## config.mk

```make
export PLATFORM = sky130hd
export DESIGN_NAME = ready_clkgen
export DESIGN_NICKNAME = d
export VERILOG_FILES = /design/src/rtl/ready_clkgen.sv
export SDC_FILE = /design/constraint.sdc
export NUM_CORES = 1
export LEC_CHECK = 0
export BUFFER_PORTS_ARGS = -buffer_cell sky130_fd_sc_hd__buf_4
export CAP_MARGIN = 40
export CORE_AREA = 2 2 39 41
export DETAILED_ROUTE_END_ITERATION = 16
export DIE_AREA = 0 0 41 43
export RECOVER_POWER = 100
export SETUP_SLACK_MARGIN = 0.4
export SLEW_MARGIN = 30
export SYNTH_ARGS = -nofsm -noshare
export SYNTH_HDL_FRONTEND = slang
export SYNTH_SLANG_ARGS = --single-unit
export TNS_END_PERCENT = 50
```

## constraint.sdc

```tcl
create_clock -name clk -period 1.2 [get_ports clk]
set_input_delay 0.24 -clock clk [delete_from_list [all_inputs] [get_ports clk]]
set_output_delay 0.24 -clock clk [all_outputs]
set_load 0.1 [all_outputs]
```

## src/rtl/ready_clkgen.sv

```systemverilog
module ready_clkgen #(
  parameter int RATIO = 4
) (
  input  logic clk,
  input  logic rst,
  input  logic rdy_pos,
  input  logic rdy_neg,
  output logic uclk,
  output logic clk_fr,
  output logic clk_fn,
  output logic clk_slow,
  output logic en_fr,
  output logic en_fn,
  output logic en_slow
);
  localparam int CW = (RATIO < 2) ? 1 : $clog2(RATIO);
  localparam logic [CW-1:0] HI   = CW'(RATIO / 2);
  localparam logic [CW-1:0] LAST = CW'(RATIO - 1);

  logic          u_q, fr_q, fn_q, sl_q;
  logic          efr_q, efn_q, esl_q;
  logic [CW-1:0] cnt;
  logic          rise, go;

  assign rise = ~u_q;
  assign go   = rdy_pos & rdy_neg;

  always_ff @(posedge clk) begin
    if (rst) begin
      u_q   <= 1'b0;
      fr_q  <= 1'b0;
      fn_q  <= 1'b0;
      sl_q  <= 1'b0;
      efr_q <= 1'b0;
      efn_q <= 1'b0;
      esl_q <= 1'b0;
      cnt   <= '0;
    end else begin
      u_q <= ~u_q;
      if (rise) begin
        efr_q <= rdy_pos;
        efn_q <= rdy_neg;
        esl_q <= go;
        if (rdy_pos) fr_q <= 1'b1;
        if (rdy_neg) fn_q <= 1'b0;
        if (go) begin
          sl_q <= (cnt < HI);
          cnt  <= (cnt == LAST) ? '0 : cnt + 1'b1;
        end
      end else begin
        fr_q <= 1'b0;
        fn_q <= 1'b1;
      end
    end
  end

  assign uclk     = u_q;
  assign clk_fr   = fr_q;
  assign clk_fn   = fn_q;
  assign clk_slow = sl_q;
  assign en_fr    = efr_q;
  assign en_fn    = efn_q;
  assign en_slow  = esl_q;
endmodule


```

[Word-level counts from Yosys, hierarchy flattened]
Index checks and enable logic that the tools add are counted.
Cells by class
  $add $sub $neg: 1
  multipliers: 0
  divide/modulo/power cells: 0
  magnitude comparators: 1
  eq/ne operators: 1
  shift-type cells: 0
  mux-type cells: 3
  bitwise operators: 2
  reductions and logical operators: 3
Operators with widths (count)
  adder 2 x 1 -> 2 bit (second input constant): 1
  equality test 2 bit (second input constant): 1
  < comparator 2 bit (second input constant): 1
  2-to-1 mux 1 bit: 2
  2-to-1 mux 2 bit: 1
  AND reduction 2 bit: 1
  nonzero test 2 bit: 1
  OR reduction 2 bit: 1
  AND 1 bit: 1
  NOT 1 bit: 1
Storage, ports and cells
  bits in registers: 9
  bits in latches: 0
  memory bits (writable): 0
  bits in read-only memories: 0
  output and inout bits: 7
  memories: 0

[Longest topological paths before layout]
Gate-level depths: netlist of run 1.
  depth in word-level cells: 2
  depth in mapped cells: 3
  gate-level depth less buffers: 3

[Least setup slack after synthesis of run 1]
No wires, ideal clock.
  path kind: register to register
  start: register u_q, in the netlist uclk
  end: register sl_q, in the netlist clk_slow
  library setup time: 121 ps
  data arrival time: 1687 ps
  data required time: 1079 ps
  slack: -609 ps
  stages on the path, launching flop included: 4
  buffers on the path: 1
  period minus slack after synthesis: 1809 ps
  path through: dfxtp_1 -> buf_6 -> and3b_2 -> mux2_4
Between the ends
  word-level cells in the longest chain between the ends: 2
Ends and longest elaborated chain
  start: declaration: RTL line 20  | logic u_q, fr_q, fn_q, sl_q;
  start signal: assignment: RTL line 39  | u_q <= ~u_q;
  NOT 1 bit (no line)
  AND reduction 2 bit (no line)
  end signal: assignment: RTL line 47  | sl_q <= (cnt < HI);
  end: declaration: RTL line 20
Every way passes these cells.
A chain may end at the register's enable or synchronous reset.

[Worst setup path in the final report of run 1]
  start: register sl_q, in the netlist clk_slow
  end: output clk_slow
RTL lines
  end: declaration: RTL line 11  | output logic clk_slow,
No word-level cell between the ends.

==> reports/results.txt, run 1 <==
Num CTS Buffers - 3
Wirelength per Cell - 10.8 microns
Hold buffer count at cts - 0
Min Tclk post-route - 1.12 ns
Vias in the first global route - 261
Detailed-route DRC error count - 0
Die width - 41 microns
Global placer's final weighted congestion - 0.676
Clock sink count - 9
Post-placement cell count - 58
GR Util All Layers - 10.3%
RSZ-0062 raised after global routing - true
Max clock buf depth - 2
WL met3 - 34 microns
Crit Path Class - flip-flop to primary output
Synth top area share - 49.8%
Die area - 1760 sq um
DRT Pass-1 Iters - 2
Via count - 286
Synthesized instance count - 34
Crit end category - primary output
Yosys cell types - 16
Sequential share of the synthesized area - 49.8%
Hold Startpoint - rst
Syn_nets - 39
Worst path arrival time - 0.88 ns
Clock Tree Root - clkbuf_4
Area leader, netlist - dfxtp_1
Worst setup SP type - flip-flop
HP Class - input pin to flip-flop
Count leader, synth - dfxtp_1
Routed wl met2 - 364 microns
Core area - 1380 sq um
Final nets - 55
Final max-slew violation count - 0
Yosys reg bits - 9
Mapped cell area - 362 sq um
Grt total ovfl - 0
Routed wire length - 703 microns
Hold Fails Final Rpt - 0
FF-to-FF path depth - 2
Final Non-Filler Cells - 65
CP Buf/Inv Count - 1
Required @ worst endpoint - 0.96 ns
CTS tree - done
Critical Path, Cell by Cell - buf_4
Top post-synthesis cells by area - dfxtp_1 50%, mux2i_1 8.3%, mux2_4 8.3%
Worst Skew - 0.00289 ns
CP delay by family, top - flip-flops
CP max stage delay - 0.33 ns
Share of cells above drive strength 1 - 44.9%
First-pass GRT wire length - 1100 microns
Vias per cell - 4.40
Pwr dens - 1490 nW/um^2
Achievable Freq - 0.894 GHz
Leakage - 0.232 nW
Post-synth ARST share - 0%
Die Ht - 43 microns
P&R area growth vs syn - 42.6%
WHS Endpoint - clk_fn
FF-to-FF setup slack - 0.14 ns
Worst-margin pin slew - 0.284 ns
Number of port buffers - 10
Top Metal Used - met4
Antenna Nets Post-Route - 0
Reg2reg start - uclk
Outcome - completed
Ys Warns - 0
EDFF count, synth - 0
ANT cells - 0
Worst-Skew Late Latency - 0.26 ns
Top FF cell, synth - dfxtp_1
Slowest stage cell, crit path - dfxtp_2
Post-route clock period utilization - 93.2%
Setup tns final - 0 ns
Clk slew on worst S/H paths - 0.06 ns
Largest fanout on the critical path - 2
Hold depth - 2
Setup violators final - 0
Initial antenna violation count - 0
Max_slew headroom - 81.2%
Wire length on met1 - 291 microns
Std cell rows - 14
Max-Cap Viols - 0
Post-DP HPWL - 447 microns
Initial core utilization - 26.1%
H-tree levels - 1
Mean post-synth cell area - 10.6 sq um
Largest net degree at the start of global routing - 12
Post-synth top cells - 9 x dfxtp_1, 4 x nor2_1, 3 x mux2i_1, 3 x nand2b_1
VDD IR max - 486 uV
I/O pin cnt - 11
WP depth - 1
DR iter-0 viols - 2
Reg2reg end - clk_slow
[flip-flops by register name (all words and copies together) (netlist names)]
signal and flops:
clk_fn 1, en_fr 1, en_slow 1, cnt 2, uclk 1, clk_slow 1
en_fn 1, clk_fr 1
[cells in the final DEF, fill, tap and decap left out, types with 2 or more instances in the layout]
cell,netlist,layout
dfxtp_1,9,2
nor2_1,4,4
a21oi_1,2,2
buf_6,1,3
mux2i_1,3,3
mux2_1,0,2
buf_4,0,7
nor2b_1,2,2
clkbuf_1,1,2
nand2b_1,3,3
clkbuf_4,0,4
dfxtp_2,0,5
dfxtp_4,0,2
[worst max path at each step]
stage / from / to / slack (ns)
floorplan: uclk / clk_slow / -0.13
global placement: uclk / cnt[0] / 0.15
detailed placement: uclk / clk_slow / 0.13
CTS: uclk / uclk / 0.15
global route: clk_slow / clk_slow / 0.06
finish: clk_slow / clk_slow / 0.08
[area by class of cell]
cell class	instances	area, sq um
Multi-Input combinational cell	22	154
Sequential cell	9	194
Tap cell	16	20.0
Inverter	1	3.75
Fill cell	152	868
Clock buffer	4	26.3
Timing Repair Buffer	13	118
[what timing repair did]
| action | in CTS | in global routing |
|---|---|---|
| buffers inserted | 3 | 0 |
| endpoints found under the setup margin | 10 | 14 |
| gates resized for setup | 20 | 2 |
| pin swaps | 0 | 0 |
[kinds of logic (layout without fill, tap and decap cells)]
logic type      after synthesis  in the layout  synth area share (%)
compound gates                3              3                  4.85
fa+ha+maj                     1              1                  3.46
buf+inv                       3             18                  5.19
flops                         9              9                  49.8
mux                           5              5                  16.6
simple gates                 13             13                  20.1
[routing by layer]
metal  track usage, %  up-vias
met5                0        -
met4             8.00        0
met3             6.28        2
met2             15.9        7
met1             8.71      135
li1                 -      142
[where the power goes]
group	switching, mW	internal, mW	total (mW)
registers	0.0138	0.319	0.333
logic	0.143	0.0615	0.205
clock network	0.105	0.128	0.233
[metrics by stage]
step / setup slack (ns) / hold slack (ns) / instance area, sq um / utilization [%] / power [mW]
final: 0.0812 / 0.203 / 515 / 37.3 / 0.770
after global routing: 0.0611 / 0.204 / 515 / 37.3 / 0.812
after CTS: 0.145 / 0.196 / 582 / 42.0 / 0.822
after detailed placement: 0.135 / 0.435 / 454 / 32.8 / 0.529
after global placement: 0.149 / 0.428 / 454 / 32.8 / 0.528
after floorplan: -0.129 / 0.364 / 374 / - / 0.494
Power figures use the tool's default switching activity.
==> inputs of run 2 (changes only) <==
--- a/config.mk
+++ b/config.mk
@@ -5,11 +5,11 @@
 export SDC_FILE = /design/constraint.sdc
 export NUM_CORES = 1
 export LEC_CHECK = 0
-export BUFFER_PORTS_ARGS = -buffer_cell sky130_fd_sc_hd__buf_4
 export CAP_MARGIN = 40
 export CORE_AREA = 2 2 39 41
 export DETAILED_ROUTE_END_ITERATION = 16
 export DIE_AREA = 0 0 41 43
+export DONT_BUFFER_PORTS = 1
 export RECOVER_POWER = 100
 export SETUP_SLACK_MARGIN = 0.4
 export SLEW_MARGIN = 30
==> run 2 against run 1 <==
Clock power is essentially flat. Via count shrank 14%. Combinational power down 20%. Critical path type unchanged. Highest routed layer unchanged.
==> reports/results.txt, run 2 (same netlist as run 1, synthesis figures left out) <==
Outcome - completed
Largest fanout on the critical path - 2
Worst setup SP type - flip-flop
Vias in the first global route - 255
Hold Startpoint - rst
Die area - 1760 sq um
Share of cells above drive strength 1 - 37.2%
FF-to-FF setup slack - 0.13 ns
Post-layout util - 33.2%
Reg2reg start - uclk
DRT Pass-1 Iters - 3
Min Tclk post-route - 1.10 ns
First-pass GRT wire length - 1120 microns
Required @ worst endpoint - 0.96 ns
Final nets - 49
CP max stage delay - 0.32 ns
Commonest non-fill, non-tap cell in the layout - buf_4
Post-placement cell count - 54
Max clock buf depth - 2
Critical Path, Cell by Cell - buf_4
CP delay by family, top - flip-flops
Max_slew headroom - 80.2%
Max-Cap Viols - 0
Setup tns final - 0 ns
Crit end category - primary output
Wirelength per Cell - 11.2 microns
Clock sink count - 9
Global placer's final weighted congestion - 0.622
Initial core utilization - 26.1%
Crit path launch - en_slow
Setup violators final - 0
Worst-margin pin slew - 0.296 ns
Detailed-route DRC error count - 0
Pwr dens - 1620 nW/um^2
Std cell rows - 14
Final Non-Filler Cells - 59
I/O pin cnt - 11
Hold Fails Final Rpt - 0
Reg with most FFs - cnt
Slowest stage cell, crit path - dfxtp_2
PnR Total Power - 0.746 mW
CTS tree - done
Achievable Freq - 0.910 GHz
P&R area growth vs syn - 27.0%
Hold WS - 0.0324 ns
Worst Skew - 0.00690 ns
Worst path arrival time - 0.86 ns
Antenna Nets Post-Route - 0
Worst-Skew Late Latency - 0.26 ns
Leakage - 0.203 nW
ANT cells - 0
GR Util All Layers - 10.6%
Clk slew on worst S/H paths - 0.07 ns
Num CTS Buffers - 3
Largest register FFs - 2
Grt total ovfl - 0
Number of port buffers - 0
Clock Tree Root - clkbuf_4
Die Ht - 43 microns
Die width - 41 microns
Largest net degree at the start of global routing - 12
CP Buf/Inv Count - 1
Core area - 1380 sq um
Final max-slew violation count - 0
DR iter-0 viols - 3
Commonest cells after routing, fill and taps aside - 6 x buf_4, 5 x dfxtp_2, 4 x nor2_1
RSZ-0062 raised after global routing - true
Initial antenna violation count - 0
Routed wire length - 658 microns
H-tree levels - 1
HP Class - input pin to flip-flop
Via count - 246
Post-route clock period utilization - 91.6%
Crit Path Class - flip-flop to primary output
Vias per cell - 4.17
VDD IR max - 486 uV
[run 2: changes by cell type in the layout (fill, tap and decap cells not counted)]
cell,before,now
dfxtp_4,2,1
dfxtp_1,2,3
clkbuf_4,4,3
clkbuf_1,2,1
buf_4,7,6
buf_6,3,0
[run 2: final timing paths]
path / end / depth (start not counted)
setup / recovery: en_slow / 1
hold / removal: clk_fn / 1
setup reg to reg: clk_slow / 2
hold reg to reg: cnt[1] / 2
[run 2: routing by layer]
metal  wire (microns)  up-vias  GRT usage (%)
li1                 -      129              -
met1              306      110           10.1
met2              292        5           14.7
met3               31        2           4.71
met4               27        0           12.0
met5                0        -              0
[run 2: cell type report]
cell class / instances / area [sq um]
clock buffers: 4 / 26.3
fillers: 157 / 925
inverters: 1 / 3.75
multi-input cells: 22 / 154
flip-flops and latches: 9 / 190
well taps: 16 / 20.0
repair buffers: 7 / 65.1
[run 2: timing repair]
| action | in CTS | in global routing |
|---|---|---|
| hold buffers | 0 | 0 |
| setup buffers | 1 | 0 |
| cloned | 0 | 0 |
| resized for setup | 4 | 0 |
| setup endpoints to repair | 16 | 16 |
[run 2: stage by stage]
stage	area [sq um]	setup slack, ns
finish	459	0.101
global route	459	0.0720
CTS	534	0.155
detailed placement	487	0.163
global placement	487	0.175
floorplan	374	-0.129
[run 2: power by group]
group	internal (mW)	switching [mW]	leakage, nW
sequential	0.319	0.0261	0.0766
combinational	0.0452	0.120	0.112
clock	0.128	0.108	0.0150
==> inputs of run 3 (changes only) <==
--- a/config.mk
+++ b/config.mk
@@ -11,7 +11,7 @@
 export DIE_AREA = 0 0 41 43
 export DONT_BUFFER_PORTS = 1
 export RECOVER_POWER = 100
-export SETUP_SLACK_MARGIN = 0.4
+export SETUP_SLACK_MARGIN = 0.3
 export SLEW_MARGIN = 30
 export SYNTH_ARGS = -nofsm -noshare
 export SYNTH_HDL_FRONTEND = slang
==> run 3 against run 2 <==
Cell area did not move. First-iteration DRC count did not move. Critical path depth did not move. Setup slack barely moved. Core utilization did not move. Die area did not move. Fmax barely moved. Final cell count did not move. Via count did not move. Largest cell class unchanged. Largest power group unchanged.
==> reports/results.txt, run 3 (same netlist as run 1, synthesis figures left out) <==
Outcome - completed
Hold Fails Final Rpt - 0
Crit end category - primary output
Grt met2 use - 14.7%
Grt total ovfl - 0
Vias in the first global route - 254
Gr busiest metal - met2
P&R area growth vs syn - 27.0%
Largest net degree at the start of global routing - 12
Required @ worst endpoint - 0.96 ns
GR Util All Layers - 10.6%
Commonest cells after routing, fill and taps aside - 6 x buf_4, 5 x dfxtp_2, 4 x nor2_1
Hold WS - 0.0324 ns
Final Non-Filler Cells - 59
Hold depth - 1
First-pass GRT wire length - 1120 microns
Die width - 41 microns
Max-Cap Viols - 0
VDD IR max - 486 uV
Max clock buf depth - 2
Clk slew on worst S/H paths - 0.07 ns
GR Util met1 - 9.74%
Setup violators final - 0
Met3 GRT Util - 5.24%
FF-to-FF path depth - 2
Hold buffer count at cts - 0
CP delay by family, top - flip-flops
Post-layout util - 33.2%
Initial core utilization - 26.1%
Final max-slew violation count - 0
Largest fanout on the critical path - 2
Worst path arrival time - 0.86 ns
Share of cells above drive strength 1 - 37.2%
HP Class - input pin to flip-flop
Worst setup SP type - flip-flop
Die Ht - 43 microns
Worst-margin pin slew - 0.296 ns
Global placer's final weighted congestion - 0.622
CP max stage delay - 0.32 ns
I/O pin cnt - 11
Number of port buffers - 0
Leakage - 0.203 nW
Via count - 246
DRT Pass-1 Iters - 3
Critical Path, Cell by Cell - buf_4
Detailed-route DRC error count - 0
DR iter-0 viols - 3
RSZ-0062 raised after global routing - true
Post-route clock period utilization - 91.6%
Achievable Freq - 0.910 GHz
Commonest non-fill, non-tap cell in the layout - buf_4
Pwr dens - 1620 nW/um^2
Num CTS Buffers - 3
Max_slew headroom - 80.2%
Wirelength per Cell - 11.1 microns
Vias per cell - 4.17
Initial antenna violation count - 0
Slowest stage cell, crit path - dfxtp_2
Worst-Skew Late Latency - 0.26 ns
Largest register FFs - 2
Std cell rows - 14
ANT cells - 0
Antenna Nets Post-Route - 0
Crit Path Class - flip-flop to primary output
Final nets - 49
H-tree levels - 1
Die area - 1760 sq um
CP Buf/Inv Count - 1
Core area - 1380 sq um
Routed wire length - 657 microns
Min Tclk post-route - 1.10 ns
Reg with most FFs - cnt
Worst Skew - 0.00658 ns
CTS tree - done
Clock Tree Root - clkbuf_4
Clock sink count - 9
WP depth - 1
Post-placement cell count - 54
## run 3: cell counts in the layout (fill, tap and decap cells not counted)
No cell type changed its count.
## run 3: layout make-up
type	count	area, sq um
fill	157	925
sequential	9	190
multi-input combinational	22	154
timing repair buffer	7	65.1
clock buffer	4	26.3
tap	16	20.0
inverter	1	3.75
## run 3: what timing repair did
item	in CTS	in global routing
cloned	0	0
buffers inserted	1	0
endpoints found under the setup margin	15	15
resized for setup	4	0
## run 3: layer usage
metal  vias up  part of all wire [%]
met2         5                    45
met4         0                   4.1
li1        129                     -
met5         -                     0
met1       110                    46
met3         2                   4.7
## run 3: worst paths after layout
path	from	end	slack [ns]
max	en_slow	en_slow	0.10
max reg2reg	uclk	clk_slow	0.13
min	rst	clk_fn	0.03
min reg2reg	cnt[1]	cnt[1]	0.51
## run 3: stage by stage
stage	total power, mW	cell area [sq um]	setup TNS [ns]	worst slack (ns)
floorplan	0.494	374	-0.258	-0.129
global placement	0.542	487	0	0.175
detailed placement	0.545	487	0	0.163
CTS	0.795	534	0	0.155
global route	0.780	459	0	0.0720
finish	0.746	459	0	0.101
## run 3: power breakdown
part | internal (mW) | switching (mW)
registers | 0.319 | 0.0261
clock network | 0.128 | 0.107
logic | 0.0452 | 0.120
total | 0.493 | 0.253
